## config.mk

```make
export PLATFORM = sky130hd
export DESIGN_NAME = wdog_timer_top
export DESIGN_NICKNAME = d
export VERILOG_FILES = /design/src/rtl/wdog_pkg.sv /design/src/rtl/wdog_tick_sync.sv /design/src/rtl/wdog_regs.sv /design/src/rtl/wdog_counter.sv /design/src/rtl/wdog_out_shaper.sv /design/src/rtl/wdog_timer_top.sv
export SDC_FILE = /design/constraint.sdc
export NUM_CORES = 1
export LEC_CHECK = 0
export ABC_AREA = 1
export BUFFER_PORTS_ARGS = -buffer_cell sky130_fd_sc_hd__buf_2
export CORE_ASPECT_RATIO = 0.8
export CORE_MARGIN = 2
export CORE_UTILIZATION = 35
export CTS_CLUSTER_SIZE = 10
export DETAILED_ROUTE_END_ITERATION = 16
export PLACE_DENSITY = 0.48
export RECOVER_POWER = 100
export SLEW_MARGIN = 20
export SYNTH_ARGS = -nofsm -noshare
export SYNTH_HDL_FRONTEND = slang
export SYNTH_SLANG_ARGS = --single-unit
```

## constraint.sdc

```tcl
create_clock -name clk_i -period 2.4 [get_ports clk_i]
set_input_delay 0.24 -clock clk_i [delete_from_list [all_inputs] [get_ports clk_i]]
set_output_delay 0.24 -clock clk_i [all_outputs]
set_load 0.01 [all_outputs]
```

## src/rtl/wdog_pkg.sv

```systemverilog
package wdog_pkg;

    localparam logic [1:0] ADDR_CTRL = 2'd0;
    localparam logic [1:0] ADDR_TIME = 2'd1;
    localparam logic [1:0] ADDR_AUX  = 2'd2;

    typedef struct packed {
        logic       run;
        logic       unit_min;
        logic       pulse_mode;
        logic       act_high;
        logic [1:0] pw_sel;
        logic       out_en;
        logic       ext_sel;
        logic       warn_en;
    } wdog_cfg_t;

endpackage

```

## src/rtl/wdog_tick_sync.sv

```systemverilog
module wdog_tick_sync #(
    parameter int SYNC_STAGES = 2
) (
    input  logic clk_i,
    input  logic rst_ni,
    input  logic tick_int_i,
    input  logic tick_ext_i,
    input  logic ext_sel_i,
    output logic tick_o
);
    localparam int NSRC = 2;

    logic [NSRC-1:0] raw;
    logic [NSRC-1:0] edge_hit;

    assign raw = {tick_ext_i, tick_int_i};

    for (genvar s = 0; s < NSRC; s++) begin : g_src
        logic [SYNC_STAGES:0] shift_d, shift_q;

        always_comb begin
            shift_d = {shift_q[SYNC_STAGES-1:0], raw[s]};
        end

        always_ff @(posedge clk_i or negedge rst_ni) begin
            if (!rst_ni) shift_q <= '0;
            else         shift_q <= shift_d;
        end

        assign edge_hit[s] = shift_q[SYNC_STAGES-1] & ~shift_q[SYNC_STAGES];

        assert_edge_single_R13 : assert property (@(posedge clk_i) disable iff (!rst_ni)
            edge_hit[s] |=> !edge_hit[s]);
    end

    assign tick_o = ext_sel_i ? edge_hit[1] : edge_hit[0];

endmodule

```

## src/rtl/wdog_regs.sv

```systemverilog
module wdog_regs
    import wdog_pkg::*;
(
    input  logic        clk_i,
    input  logic        rst_ni,
    input  logic        wr_en_i,
    input  logic [1:0]  addr_i,
    input  logic [7:0]  wdata_i,
    input  logic        expire_i,
    input  logic        warn_hit_i,
    output wdog_cfg_t   cfg_o,
    output logic        load_o,
    output logic        exp_flag_o,
    output logic        warn_flag_o,
    output logic [7:0]  rdata_o
);
    typedef struct packed {
        wdog_cfg_t  cfg;
        logic [7:0] tmo;
        logic       exp_flag;
        logic       warn_flag;
    } regs_state_t;

    regs_state_t st_d, st_q;
    logic wr_ctrl, wr_time, wr_aux;

    always_comb begin
        wr_ctrl = wr_en_i && (addr_i == ADDR_CTRL);
        wr_time = wr_en_i && (addr_i == ADDR_TIME);
        wr_aux  = wr_en_i && (addr_i == ADDR_AUX);

        st_d = st_q;
        if (wr_ctrl) begin
            st_d.cfg.run        = wdata_i[0];
            st_d.cfg.unit_min   = wdata_i[1];
            st_d.cfg.pulse_mode = wdata_i[2];
            st_d.cfg.act_high   = wdata_i[3];
            st_d.cfg.pw_sel     = wdata_i[5:4];
        end
        if (wr_aux) begin
            st_d.cfg.out_en  = wdata_i[0];
            st_d.cfg.ext_sel = wdata_i[1];
            st_d.cfg.warn_en = wdata_i[2];
        end
        if (wr_time) st_d.tmo = wdata_i;

        if (expire_i)                    st_d.exp_flag = 1'b1;
        else if (wr_ctrl && wdata_i[7])  st_d.exp_flag = 1'b0;

        if (warn_hit_i && st_q.cfg.warn_en) st_d.warn_flag = 1'b1;
        else if (wr_aux && wdata_i[7])      st_d.warn_flag = 1'b0;
    end

    always_ff @(posedge clk_i or negedge rst_ni) begin
        if (!rst_ni) begin
            st_q             <= '0;
            st_q.cfg.ext_sel <= 1'b1;
        end else begin
            st_q <= st_d;
        end
    end

    always_comb begin
        unique case (addr_i)
            ADDR_CTRL: rdata_o = {st_q.exp_flag, 1'b0, st_q.cfg.pw_sel, st_q.cfg.act_high,
                                  st_q.cfg.pulse_mode, st_q.cfg.unit_min, st_q.cfg.run};
            ADDR_TIME: rdata_o = st_q.tmo;
            ADDR_AUX:  rdata_o = {st_q.warn_flag, 4'b0000, st_q.cfg.warn_en,
                                  st_q.cfg.ext_sel, st_q.cfg.out_en};
            default:   rdata_o = 8'h00;
        endcase
    end

    assign cfg_o       = st_q.cfg;
    assign load_o      = wr_time;
    assign exp_flag_o  = st_q.exp_flag;
    assign warn_flag_o = st_q.warn_flag;

    assert_expiry_sets_flag_R3 : assert property (@(posedge clk_i) disable iff (!rst_ni)
        expire_i |=> st_q.exp_flag);

    assert_flag_w1c_R4 : assert property (@(posedge clk_i) disable iff (!rst_ni)
        (wr_ctrl && wdata_i[7] && !expire_i) |=> !st_q.exp_flag);

    assert_warn_needs_enable_R8 : assert property (@(posedge clk_i) disable iff (!rst_ni)
        (!st_q.cfg.warn_en && !st_q.warn_flag) |=> !st_q.warn_flag);

endmodule

```

## src/rtl/wdog_counter.sv

```systemverilog
module wdog_counter #(
    parameter int TICKS_PER_SEC = 1000,
    parameter int SEC_PER_MIN   = 60
) (
    input  logic       clk_i,
    input  logic       rst_ni,
    input  logic       tick_i,
    input  logic       run_i,
    input  logic       unit_min_i,
    input  logic       load_i,
    input  logic [7:0] load_val_i,
    output logic       expire_o,
    output logic       warn_hit_o
);
    localparam int MIN_TICKS = TICKS_PER_SEC * SEC_PER_MIN;
    localparam int PRESC_W   = (MIN_TICKS > 1) ? $clog2(MIN_TICKS) : 1;

    typedef struct packed {
        logic [7:0]         cnt;
        logic [PRESC_W-1:0] presc;
        logic               fired;
    } cnt_state_t;

    cnt_state_t st_d, st_q;
    logic [PRESC_W-1:0] last_step;
    logic               expire;

    always_comb begin
        last_step = unit_min_i ? PRESC_W'(MIN_TICKS - 1) : PRESC_W'(TICKS_PER_SEC - 1);
        expire    = run_i && (st_q.cnt == 8'd0) && !st_q.fired;

        st_d = st_q;
        if (load_i) begin
            st_d.cnt   = load_val_i;
            st_d.presc = '0;
            st_d.fired = 1'b0;
        end else if (!run_i) begin
            st_d.presc = '0;
            st_d.fired = 1'b0;
        end else begin
            if (expire) st_d.fired = 1'b1;
            if (tick_i && (st_q.cnt != 8'd0)) begin
                if (st_q.presc >= last_step) begin
                    st_d.presc = '0;
                    st_d.cnt   = st_q.cnt - 8'd1;
                end else begin
                    st_d.presc = st_q.presc + 1'b1;
                end
            end
        end
    end

    always_ff @(posedge clk_i or negedge rst_ni) begin
        if (!rst_ni) st_q <= '0;
        else         st_q <= st_d;
    end

    assign expire_o   = expire;
    assign warn_hit_o = run_i && (st_q.cnt == 8'd1);

    assert_halt_when_stopped_R5 : assert property (@(posedge clk_i) disable iff (!rst_ni)
        (!run_i && !load_i) |=> $stable(st_q.cnt));

    assert_no_wrap_R3 : assert property (@(posedge clk_i) disable iff (!rst_ni)
        (st_q.cnt == 8'd0 && !load_i) |=> (st_q.cnt == 8'd0));

    assert_reload_R10 : assert property (@(posedge clk_i) disable iff (!rst_ni)
        load_i |=> (st_q.cnt == $past(load_val_i)));

endmodule

```

## src/rtl/wdog_out_shaper.sv

```systemverilog
module wdog_out_shaper #(
    parameter int PULSE_W0 = 1,
    parameter int PULSE_W1 = 25,
    parameter int PULSE_W2 = 125,
    parameter int PULSE_W3 = 5000
) (
    input  logic       clk_i,
    input  logic       rst_ni,
    input  logic       tick_i,
    input  logic       expire_i,
    input  logic       exp_flag_i,
    input  logic       pulse_mode_i,
    input  logic       out_en_i,
    input  logic       act_high_i,
    input  logic [1:0] pw_sel_i,
    output logic       pin_o
);
    localparam int MAX01 = (PULSE_W0 > PULSE_W1) ? PULSE_W0 : PULSE_W1;
    localparam int MAX23 = (PULSE_W2 > PULSE_W3) ? PULSE_W2 : PULSE_W3;
    localparam int PW_MAX = (MAX01 > MAX23) ? MAX01 : MAX23;
    localparam int CW = $clog2(PW_MAX + 1);

    typedef struct packed {
        logic [CW-1:0] left;
    } shp_state_t;

    shp_state_t st_d, st_q;
    logic [CW-1:0] len;
    logic          active;

    always_comb begin
        unique case (pw_sel_i)
            2'd0:    len = CW'(PULSE_W0);
            2'd1:    len = CW'(PULSE_W1);
            2'd2:    len = CW'(PULSE_W2);
            default: len = CW'(PULSE_W3);
        endcase

        st_d = st_q;
        if (expire_i && out_en_i && pulse_mode_i) st_d.left = len;
        else if (tick_i && (st_q.left != '0))     st_d.left = st_q.left - 1'b1;
    end

    always_ff @(posedge clk_i or negedge rst_ni) begin
        if (!rst_ni) st_q <= '0;
        else         st_q <= st_d;
    end

    always_comb begin
        active = pulse_mode_i ? (st_q.left != '0) : (out_en_i && exp_flag_i);
        pin_o  = act_high_i ? active : ~active;
    end

    assert_pulse_starts_R12 : assert property (@(posedge clk_i) disable iff (!rst_ni)
        (expire_i && out_en_i && pulse_mode_i) |=> (st_q.left != '0));

    assert_pulse_steady_R12 : assert property (@(posedge clk_i) disable iff (!rst_ni)
        (!tick_i && !expire_i) |=> $stable(st_q.left));

endmodule

```

## src/rtl/wdog_timer_top.sv

```systemverilog
module wdog_timer_top
    import wdog_pkg::*;
#(
    parameter int TICKS_PER_SEC = 1000,
    parameter int SEC_PER_MIN   = 60,
    parameter int SYNC_STAGES   = 2,
    parameter int PULSE_W0      = 1,
    parameter int PULSE_W1      = 25,
    parameter int PULSE_W2      = 125,
    parameter int PULSE_W3      = 5000
) (
    input  logic       clk_i,
    input  logic       rst_ni,
    input  logic       tick_int_i,
    input  logic       tick_ext_i,
    input  logic       wr_en_i,
    input  logic [1:0] addr_i,
    input  logic [7:0] wdata_i,
    output logic [7:0] rdata_o,
    output logic       wdt_rst_o,
    output logic       warn_o
);
    wdog_cfg_t cfg;
    logic tick, load, expire, warn_hit, exp_flag;

    wdog_tick_sync #(.SYNC_STAGES(SYNC_STAGES)) u_sync (
        .clk_i      (clk_i),
        .rst_ni     (rst_ni),
        .tick_int_i (tick_int_i),
        .tick_ext_i (tick_ext_i),
        .ext_sel_i  (cfg.ext_sel),
        .tick_o     (tick)
    );

    wdog_regs u_regs (
        .clk_i       (clk_i),
        .rst_ni      (rst_ni),
        .wr_en_i     (wr_en_i),
        .addr_i      (addr_i),
        .wdata_i     (wdata_i),
        .expire_i    (expire),
        .warn_hit_i  (warn_hit),
        .cfg_o       (cfg),
        .load_o      (load),
        .exp_flag_o  (exp_flag),
        .warn_flag_o (warn_o),
        .rdata_o     (rdata_o)
    );

    wdog_counter #(
        .TICKS_PER_SEC (TICKS_PER_SEC),
        .SEC_PER_MIN   (SEC_PER_MIN)
    ) u_cnt (
        .clk_i      (clk_i),
        .rst_ni     (rst_ni),
        .tick_i     (tick),
        .run_i      (cfg.run),
        .unit_min_i (cfg.unit_min),
        .load_i     (load),
        .load_val_i (wdata_i),
        .expire_o   (expire),
        .warn_hit_o (warn_hit)
    );

    wdog_out_shaper #(
        .PULSE_W0 (PULSE_W0),
        .PULSE_W1 (PULSE_W1),
        .PULSE_W2 (PULSE_W2),
        .PULSE_W3 (PULSE_W3)
    ) u_out (
        .clk_i        (clk_i),
        .rst_ni       (rst_ni),
        .tick_i       (tick),
        .expire_i     (expire),
        .exp_flag_i   (exp_flag),
        .pulse_mode_i (cfg.pulse_mode),
        .out_en_i     (cfg.out_en),
        .act_high_i   (cfg.act_high),
        .pw_sel_i     (cfg.pw_sel),
        .pin_o        (wdt_rst_o)
    );

    assert_gated_pin_R9 : assert property (@(posedge clk_i) disable iff (!rst_ni)
        (!cfg.pulse_mode && !cfg.out_en) |-> (wdt_rst_o == !cfg.act_high));

endmodule

```

==> metrics.md <==
| Metric | Value |
|---|---|
| Drt pass-1 iters | 5 |
| CP arrival | 1960 ps |
| Routed WL per cell | 12.96 µm |
| Total CTS buffers | 9 |
| Clk sinks | 63 |
| Die width | 121.2 µm |
| Number of remaining DRC errors | 0 |
| Syn. warnings | 0 |
| Die height | 97.79 µm |
| Critical Path RT | 2160 ps |
| Leakage | 2.212 nW |
| Gr ovfl total | 0 |
| All-Layer GR Usage | 0.1657 |
| Largest net degree at the start of global routing | 41 |
| Skew final | 5.486 ps |
| Final ANT Viol Nets | 0 |
| WL final | 9.020 mm |
| Slew margin rel. | -0.01042 |
| Synth async-reset ratio | 1.000 |
| Starting Density | 0.3562 |
| Total negative slack | 0 ps |
| Max-slew violation total from the final report | 24 |
| Crit path kind | reg2out |
| Hold Crit Class | in2reg |
| Worst path bufs/invs | 2 |
| Top delay family on crit path | flip-flops |
| Via count | 3208 |
| Filler instances | 1156 |
| ANT cells | 0 |
| Fmax | 454.0 MHz |
| Gpl congestion | 0.8344 |
| Dominant synthesized flop cell | dfrtp_1 |
| Core ar. | 0.01081 mm² |
| Maxcap violations | 1 |
| # IOs | 25 |
| Maximum root-to-sink buffer count | 2 |
| Worst path max stage delay | 390 ps |
| Peak supply drop | 435.9 µV |
| Die ar. | 0.01186 mm² |
| Sequential share of the synthesized area | 0.4099 |
| Vias in the first global route | 3108 |
| Cell area after synthesis | 0.003849 mm² |
| Drt initial violations | 252 |
| Initial antenna violation count | 0 |
| Pwr/cell area | 930.4 mW/mm² |
| CP max-delay cell | dfrtp_1 |
| Outcome | finished, violations left |
| Final instance area | 0.004402 mm² |
| DP Wirelength | 6.786 mm |
| Root Driver | clkbuf_16 |
| Post-synth top area cell | dfrtp_1 |
| Global-route wire length before repair | 15.46 mm |
| # port buffers | 24 |
| Synth top area cells | dfrtp_1 40%, nand2_1 16%, inv_1 6.2% |
| Post-Synthesis Cells | 518 |
| CTS tree | yes |
| Crit-path most repeated cell | nand2_2 |
| Row count | 34 |
| Vias per cell | 4.609 |
| Netlist cell types | 32 |
| Post-synth top area share | 0.4031 |
| Synthesis-to-finish area growth | 14.37% |
| Placed Area | 0.004115 mm² |
| Worst-Skew Late Latency | 330 ps |
| Crit Path Max Fanout | 5 |
| Slew @ Worst Pin | 1516 ps |
| Final-report hold violation count | 0 |
| Worst setup EP type | primary output |
| RSZ-0062 raised after global routing | no |
| # setup viols final | 0 |
| Syn nets | 550 |
| Tcrit/Tclk final | 0.9177 |
| Worst Setup Start Kind | flop |
| Violated checks | max-capacitance violations, max-slew violations |
| CP Cell Sequence | inv_1 -> ha_1 -> nand2_2 -> nor2_4 -> nand2_2 -> o21ai_1 -> xor2_1 -> clkbuf_1 |
| Post-layout min period | 2203 ps |
| Clock slew at reported path FFs | 50 ps |
| Avg Cell Area, Syn | 7.430 µm² |
| Synth Register Bits | 63 |
| H-tree depth | 3 |
| Proportion of layout cells with a drive suffix above 1 | 0.09420 |
| Layout net count | 580 |
| Post-synth EDFFs | 0 |
| Hold WS | 13.60 ps |
==> path summary, 6_finish.rpt <==
kind | depth (start not counted) | end | slack (ps) | startpoint
max in group asynchronous | 3 | u_regs.cfg_o[1]$_DFFE_PN1P_ | 620 | rst_ni
setup / recovery | 8 | wdt_rst_o | 200 | u_out.st_q[0]$_DFFE_PN0P_
setup reg to reg | 9 | u_out.st_q[9]$_DFFE_PN0P_ | 310 | u_cnt.st_q[17]$_DFFE_PN0P_
hold reg to reg | 0 | u_sync.g_src[1].shift_q[1]$_DFF_PN0_ | 360 | u_sync.g_src[1].shift_q[0]$_DFF_PN0_
hold / removal | 1 | u_sync.g_src[0].shift_q[0]$_DFF_PN0_ | 10 | tick_int_i
min in group asynchronous | 2 | u_cnt.st_q[6]$_DFFE_PN0P_ | 820 | rst_ni
==> worst register-to-register path: cells and delay by family, from the launching register on <==
kind,cells,cell delay (ps)
AO/OA/AOI/OAI,1,80
adder cells (fa/ha/maj),1,230
buffers and inverters,2,250
flip-flops,1,400
AND/OR/NAND/NOR,5,1000
==> report_power, final <==
group          internal (W)  switching (W)  leakage, nW  total [W]
clock              0.000928       0.000468        0.155    0.00140
sequential          0.00129       0.000210        0.795    0.00150
combinational      0.000454       0.000748         1.26    0.00120
total               0.00267        0.00143         2.21    0.00410
==> cell type report <==
type	count	area (µm²)	area share
multi-input combinational	378	1933	0.4392
sequential	63	1578	0.3584
inverter	69	259.0	0.05884
clock buffer	11	242.7	0.05515
tap	144	180.2	0.04093
timing repair buffer	27	138.9	0.03155
clock inverter	4	70.07	0.01592
==> registers in the layout (all words and copies together) (netlist names) <==
| name | flops |
|---|---|
| u_regs.exp_flag_o | 1 |
| u_regs.st_q | 8 |
| u_regs.warn_flag_o | 1 |
| u_regs.cfg_o | 9 |
| u_cnt.st_q | 25 |
| u_out.st_q | 13 |
| u_sync.g_src.shift_q | 6 |
==> placed cells by master, fill, tap and decap left out, types with 2 or more instances in the layout <==
cell type	count
inv_1	67
xor2_1	8
nor3b_1	2
clkinv_2	2
bufinv_16	2
clkbuf_1	14
inv_2	2
nand2_1	164
nor2_2	4
o221ai_1	3
o21ai_1	3
nand3b_1	4
nor2_1	48
nor2_4	3
ha_1	17
o211ai_1	2
nand3_1	33
nor3_1	5
nand3_2	3
dfrtp_1	62
nand4_1	5
xnor2_1	5
buf_2	12
nand2_4	4
nand2_2	5
a21oi_1	17
o21ai_0	38
clkbuf_16	9
==> metrics by stage <==
stage          total power, W  std cells  setup slack [ps]    util
2_1_floorplan        0.002444        518             684.7       -
5_1_grt              0.004418        696             32.75  0.4074
3_5_place_dp         0.002751        680             326.8  0.3808
3_3_place_gp         0.002748        680             382.8  0.3808
6_report             0.004095        696             197.4  0.4074
4_1_cts              0.004181        696             120.9  0.4107
==> synthesized netlist by cell type (2+ instances only) <==
cell	number
a21oi_1	17
nand4_1	5
nand3_2	3
nand3b_1	4
o221ai_1	3
nor2_4	5
xor2_1	8
dfrtp_1	62
buf_6	4
nand2_1	163
inv_1	64
nor3_1	5
inv_2	5
nand3_1	33
nor2_2	4
nand2_4	4
nor2_1	46
o21ai_0	36
o21ai_1	5
nand2_2	6
nor3b_1	2
xnor2_1	5
ha_1	17
clkbuf_1	3
o211ai_1	2
==> what timing repair did <==
item	4_1_cts	5_1_grt
setup buffers	0	0
hold buffers	1	0
resized for setup	0	1
endpoints found under the setup margin	0	1
endpoints found under the hold margin	23	0
==> kinds of logic (layout without fill, tap and decap cells) <==
kind of cell	after synthesis	count (layout)	share of synthesized area
buffers and inverters	77	111	0.08322
AO/OA/AOI/OAI	66	66	0.09428
flip-flops	63	63	0.4099
adder cells (fa/ha/maj)	17	17	0.05527
XOR/XNOR	13	13	0.02958
AND/OR/NAND/NOR	282	282	0.3277
==> metal layers <==
metal	vias to the layer above	GRT usage	part of all wire	wire, µm
met5	-	0	0	0
met4	0	0.05040	0.014	125
met3	11	0.04147	0.031	280
met2	31	0.2403	0.41	3698
met1	1465	0.2431	0.54	4915
li1	1701	-	-	-
No activity file was read; power rests on OpenSTA's default activity.
